File: src/rtl/fracn_pkg.sv
package fracn_pkg;

  localparam int NSTAGE = 3;

  typedef logic signed [3:0] offs_t;

  // Third-order carry combination; every term is widened before summing.
  function automatic offs_t mash_offset(input logic c1, input logic c2,
                                        input logic c2_d, input logic c3,
                                        input logic c3_d, input logic c3_dd);
    offs_t t;
    t = offs_t'({3'b000, c1})
      + offs_t'({3'b000, c2}) - offs_t'({3'b000, c2_d})
      + offs_t'({3'b000, c3}) - offs_t'({2'b00, c3_d, 1'b0})
      + offs_t'({3'b000, c3_dd});
    return t;
  endfunction

  function automatic logic int_legal(input int unsigned v, input int unsigned lo,
                                     input int unsigned hi);
    return (v >= lo) && (v <= hi);
  endfunction

endpackage

File: src/rtl/fracn_acc_stage.sv
module fracn_acc_stage #(
  parameter int W = 25
) (
  input  logic         clk,
  input  logic         rst,
  input  logic [W-1:0] addend,
  output logic [W-1:0] sum_nxt,
  output logic         carry,
  output logic [W-1:0] acc_q
);

  logic [W:0] wide;

  assign wide    = {1'b0, acc_q} + {1'b0, addend};
  assign sum_nxt = wide[W-1:0];
  assign carry   = wide[W];

  always_ff @(posedge clk) begin
    if (rst) acc_q <= '0;
    else     acc_q <= sum_nxt;
  end

  // a carry means the stored sum wrapped below the addend
  p_wrap_r2: assert property (@(posedge clk) disable iff (rst)
    carry |-> (sum_nxt < addend));

  // no carry means the sum did not shrink
  p_nowrap_r2: assert property (@(posedge clk) disable iff (rst)
    !carry |-> (sum_nxt >= acc_q));

endmodule

File: src/rtl/fracn_carry_net.sv
module fracn_carry_net
  import fracn_pkg::*;
(
  input  logic              clk,
  input  logic              rst,
  input  logic [NSTAGE-1:0] carries,
  output offs_t             offset,
  output logic              hist_clear
);

  logic c2_d, c3_d, c3_dd;

  always_ff @(posedge clk) begin
    if (rst) begin
      c2_d  <= 1'b0;
      c3_d  <= 1'b0;
      c3_dd <= 1'b0;
    end else begin
      c2_d  <= carries[1];
      c3_d  <= carries[2];
      c3_dd <= c3_d;
    end
  end

  assign offset     = mash_offset(carries[0], carries[1], c2_d, carries[2], c3_d, c3_dd);
  assign hist_clear = !(c2_d || c3_d || c3_dd);

  // correction stays inside -3..+4
  p_offset_range_r4: assert property (@(posedge clk) disable iff (rst)
    (offset >= -4'sd3) && (offset <= 4'sd4));

  // the two-tick-old stage-3 carry tracks the one-tick-old copy
  p_delay_chain_r3: assert property (@(posedge clk) disable iff (rst)
    !$past(rst) |-> (c3_dd == $past(c3_d)));

endmodule

File: src/rtl/fracn_ratio_gen.sv
module fracn_ratio_gen
  import fracn_pkg::*;
#(
  parameter int INT_W   = 12,
  parameter int FRAC_W  = 25,
  parameter int INT_MIN = 23,
  parameter int INT_MAX = (1 << INT_W) - 1
) (
  input  logic              clk,
  input  logic              rst,
  input  logic              load,
  input  logic [INT_W-1:0]  int_in,
  input  logic [FRAC_W-1:0] frac_in,
  output logic [INT_W:0]    div_out,
  output logic              int_bad
);

  localparam int OUT_W = INT_W + 1;

  logic [INT_W-1:0]  int_q;
  logic [FRAC_W-1:0] frac_q;
  logic              load_ok;

  logic [FRAC_W-1:0] addend  [NSTAGE];
  logic [FRAC_W-1:0] sum_nxt [NSTAGE];
  logic [FRAC_W-1:0] acc_q   [NSTAGE];
  logic [NSTAGE-1:0] carries;
  logic [NSTAGE-1:0] acc_zero;
  logic              accs_clear;
  logic              hist_clear;
  offs_t             offset;
  logic [OUT_W-1:0]  ratio_nxt;

  assign load_ok = int_legal(32'(int_in), INT_MIN, INT_MAX);

  // Held configuration: only a legal load replaces it
  always_ff @(posedge clk) begin
    if (rst) begin
      int_q   <= INT_W'(INT_MIN);
      frac_q  <= '0;
      int_bad <= 1'b0;
    end else if (load) begin
      if (load_ok) begin
        int_q   <= int_in;
        frac_q  <= frac_in;
        int_bad <= 1'b0;
      end else begin
        int_bad <= 1'b1;
      end
    end
  end

  for (genvar g = 0; g < NSTAGE; g++) begin : g_stage
    if (g == 0) begin : g_head
      assign addend[g] = frac_q;
    end else begin : g_chain
      assign addend[g] = sum_nxt[g-1];
    end
    fracn_acc_stage #(.W(FRAC_W)) u_acc (
      .clk     (clk),
      .rst     (rst),
      .addend  (addend[g]),
      .sum_nxt (sum_nxt[g]),
      .carry   (carries[g]),
      .acc_q   (acc_q[g])
    );
    assign acc_zero[g] = (acc_q[g] == '0);
  end

  assign accs_clear = &acc_zero;

  fracn_carry_net u_net (
    .clk        (clk),
    .rst        (rst),
    .carries    (carries),
    .offset     (offset),
    .hist_clear (hist_clear)
  );

  assign ratio_nxt = {1'b0, int_q} + {{(OUT_W-4){offset[3]}}, offset};

  always_ff @(posedge clk) begin
    if (rst) div_out <= OUT_W'(INT_MIN);
    else     div_out <= ratio_nxt;
  end

  // held values change only on a load
  p_hold_r7: assert property (@(posedge clk) disable iff (rst)
    !load |=> ($stable(int_q) && $stable(frac_q)));

  // a legal load is captured and clears the flag
  p_accept_r7: assert property (@(posedge clk) disable iff (rst)
    (load && (int_in >= INT_W'(INT_MIN))) |=> ((int_q == $past(int_in)) && !int_bad));

  // an illegal integer is refused and flagged
  p_reject_r8: assert property (@(posedge clk) disable iff (rst)
    (load && (int_in < INT_W'(INT_MIN))) |=> (int_bad && $stable(int_q) && $stable(frac_q)));

  // zero fraction from a clean state passes the integer straight through
  p_frac_zero_r5: assert property (@(posedge clk) disable iff (rst)
    ((frac_q == '0) && accs_clear && hist_clear) |=> (div_out == {1'b0, $past(int_q)}));

endmodule

File: config.mk
export PLATFORM = sky130hd
export DESIGN_NAME = fracn_ratio_gen
export DESIGN_NICKNAME = d
export VERILOG_FILES = /design/src/rtl/fracn_pkg.sv /design/src/rtl/fracn_acc_stage.sv /design/src/rtl/fracn_carry_net.sv /design/src/rtl/fracn_ratio_gen.sv
export SDC_FILE = /design/constraint.sdc
export NUM_CORES = 1
export LEC_CHECK = 0
export ABC_CLOCK_PERIOD_IN_PS = 19600
export BUFFER_PORTS_ARGS = -buffer_cell sky130_fd_sc_hd__buf_2
export CORE_MARGIN = 2
export CORE_UTILIZATION = 60
export CTS_CLUSTER_SIZE = 28
export DETAILED_ROUTE_END_ITERATION = 8
export GPL_TIMING_DRIVEN = 0
export PLACE_DENSITY = 0.79
export SETUP_SLACK_MARGIN = 0.02
export SKIP_CTS_REPAIR_TIMING = 1
export SLEW_MARGIN = 40
export SYNTH_ARGS = -nofsm -noshare
export SYNTH_HDL_FRONTEND = slang
export SYNTH_HIERARCHICAL = 1
export SYNTH_SLANG_ARGS = --single-unit
File: constraint.sdc
create_clock -name clk -period 19.6 [get_ports clk]
set_input_delay 0.98 -clock clk [delete_from_list [all_inputs] [get_ports clk]]
set_output_delay 0.98 -clock clk [all_outputs]
set_load 0.1 [all_outputs]
==> qor.yml <==
drt:
  drc: 0
  wl_met3_um: 1180
  ant_nets: 0
  wl_per_cell_um: 16.0
  wl_met1_um: 9300
  vias: 7960
  via_per_inst: 5.92
  dr.pass1.iters: 5
  highest_layer: "met4"
  first_iter_violations: 590
  drt-total-wl_um: 21500
  dr_wl_met2_um: 10400
run_status:
  status: "completed"
clock_network:
  tritoncts: "yes"
  cts_sinks: 129
  clock_latency_ns: 0.43
  cts_max_level: 4
  cts_buffers: 17
  cts_max_path_buffers: 2
  cts_root_buf: "clkbuf_16"
  clkTransAtPathRegs_ns: 0.06
floorplanning:
  initial_core_util_pct: 61.8
  coreArea_sq_um: 14600
  rows: 44
  die_w_um: 127
  die_h_um: 127
  die-area_sq_um: 16100
  pin_count: 54
cells_and_area:
  drive_gt1_share_pct: 16.0
  nFillCells: 1191
  multiInputGateArea_sq_um: 6060
  regArea_sq_um: 2580
  fin_nets: 1286
  synthToLayoutAreaGrowth_pct: 12.5
  diodes: 0
worst_setup_path:
  cp.arrival_ns: 8.77
  cp-end-kind: "flop"
  path_max_fanout: 11
  crit_type: "flop to flop"
  crit_top_cell: "ha_1"
  required_ns: 19.91
  start_kind: "flop"
  crit_slowest_cell: "a31oi_2"
  cpPeakStageDelay_ns: 0.58
logic_synthesis:
  syn-num-nets: 1214
  avgSynthCellArea_sq_um: 8.42
  ys_warn_count: 6
  netlist_instances: 1075
  syn-cell-area_sq_um: 9050
sta:
  clock-skew-final_ns: 0.00988
  fmax_ghz: 0.118
  drv_slew: 0
  finalCriticalPeriod_ns: 8.46
  fin_ws_ns: 11.14
  fin_tns_setup_ns: 0
  worst_pin_slew_ns: 0.651
  grt_setup_unrepaired: "no"
  slew_headroom_pct: 56.6
  final-hold-violation-count: 0
  setup_viol: 0
  period_share_pct: 43.2
grt:
  grt_first_pass_wirelength_um: 35800
  overflow: 0
  first_global_vias: 7633
  grt.total_usage_pct: 27.4
  antenna_found_initial: 0
  grt_max_degree: 26
placed_design:
  hpwl_um: 16100
  port_buffers: 53
  pre_cts_ws_ns: 11.33
  gp_congestion: 0.955
min_path:
  min_path_type: "flop to flop"
pwr:
  p_per_area_nw_per_um2: 154
  irDropWorstVdd_mv: 0.140
  p_leak_uw: 0.00455
run:
  max-cap-violations: 0
## sequential cells by signal, indices dropped and copies added, names as in the netlist
register	count
g_stage.u_acc/acc_q	75
frac_q	25
div_out	13
int_q	12
int_bad	1
u_net/c2_d	1
u_net/c3_d	1
u_net/c3_dd	1
## worst max-delay path: cells and delay by family (launching register included)
kind | cells | cell delay [ns]
multiplexers | 1 | 0.33
XOR/XNOR | 1 | 0.29
AND/OR/NAND/NOR | 7 | 1.24
adder cells (fa/ha/maj) | 6 | 2.08
buffers and inverters | 3 | 0.40
flip-flops | 1 | 0.34
AO/OA/AOI/OAI | 14 | 3.67
## metal layers
layer / track usage, % / up-vias
met1: 33.6 / 3716
li1: - / 3950
met4: 11.0 / 0
met2: 46.9 / 242
met5: 0 / -
met3: 5.95 / 52
## layout by cell type, fill, tap and decap left out, types with 14 or more instances in the layout
cell type    n
a21o_1      25
a21oi_1    100
a31oi_1     14
buf_2       67
clkbuf_1    15
clkbuf_16   17
dfxtp_1    129
ha_1        93
inv_1       38
mux2_2      21
nand2_1    130
nand4_1     17
nor2_1      88
nor2b_1     71
o211ai_1    22
o21ai_0     30
xnor2_1     36
xor2_1      30
## cell type report
type	instances	share of cell area (%)
plain buffers	47	2.57
clock buffers	17	4.18
clock inverters	15	2.03
inverters	39	1.44
multi-input cells	860	59.5
flip-flops and latches	129	25.4
well taps	184	2.26
repair buffers	53	2.61
## path summary, 6_finish.rpt
path                                start  cells after the start  slack (ns)     endpoint
worst min register to register   int_q[8]                      2        0.46     int_q[8]
worst min-delay path             int_q[8]                      2        0.46     int_q[8]
worst max register to register  frac_q[0]                     32       11.14  div_out[12]
worst max-delay path            frac_q[0]                     32       11.14  div_out[12]
## stage by stage
step / total power, uW / cell area, sq um / hold WS, ns / instances / utilization, %
detailed placement: 1210 / 9540 / 0.454 / 1312 / 65.2
floorplan: 1050 / 9050 / 0.440 / 1075 / -
CTS: 1560 / 10200 / 0.463 / 1344 / 69.5
global route: 1680 / 10200 / 0.485 / 1344 / 69.5
global placement: 1180 / 9540 / 0.451 / 1312 / 65.2
finish: 1560 / 10200 / 0.462 / 1344 / 69.5
## power breakdown
part	leakage, uW	switching [uW]	internal (uW)
clock	0.000305	128	214
combinational	0.00318	531	346
sequential	0.00106	17.9	325
Note: power is estimated with default switching activity, not from simulation.
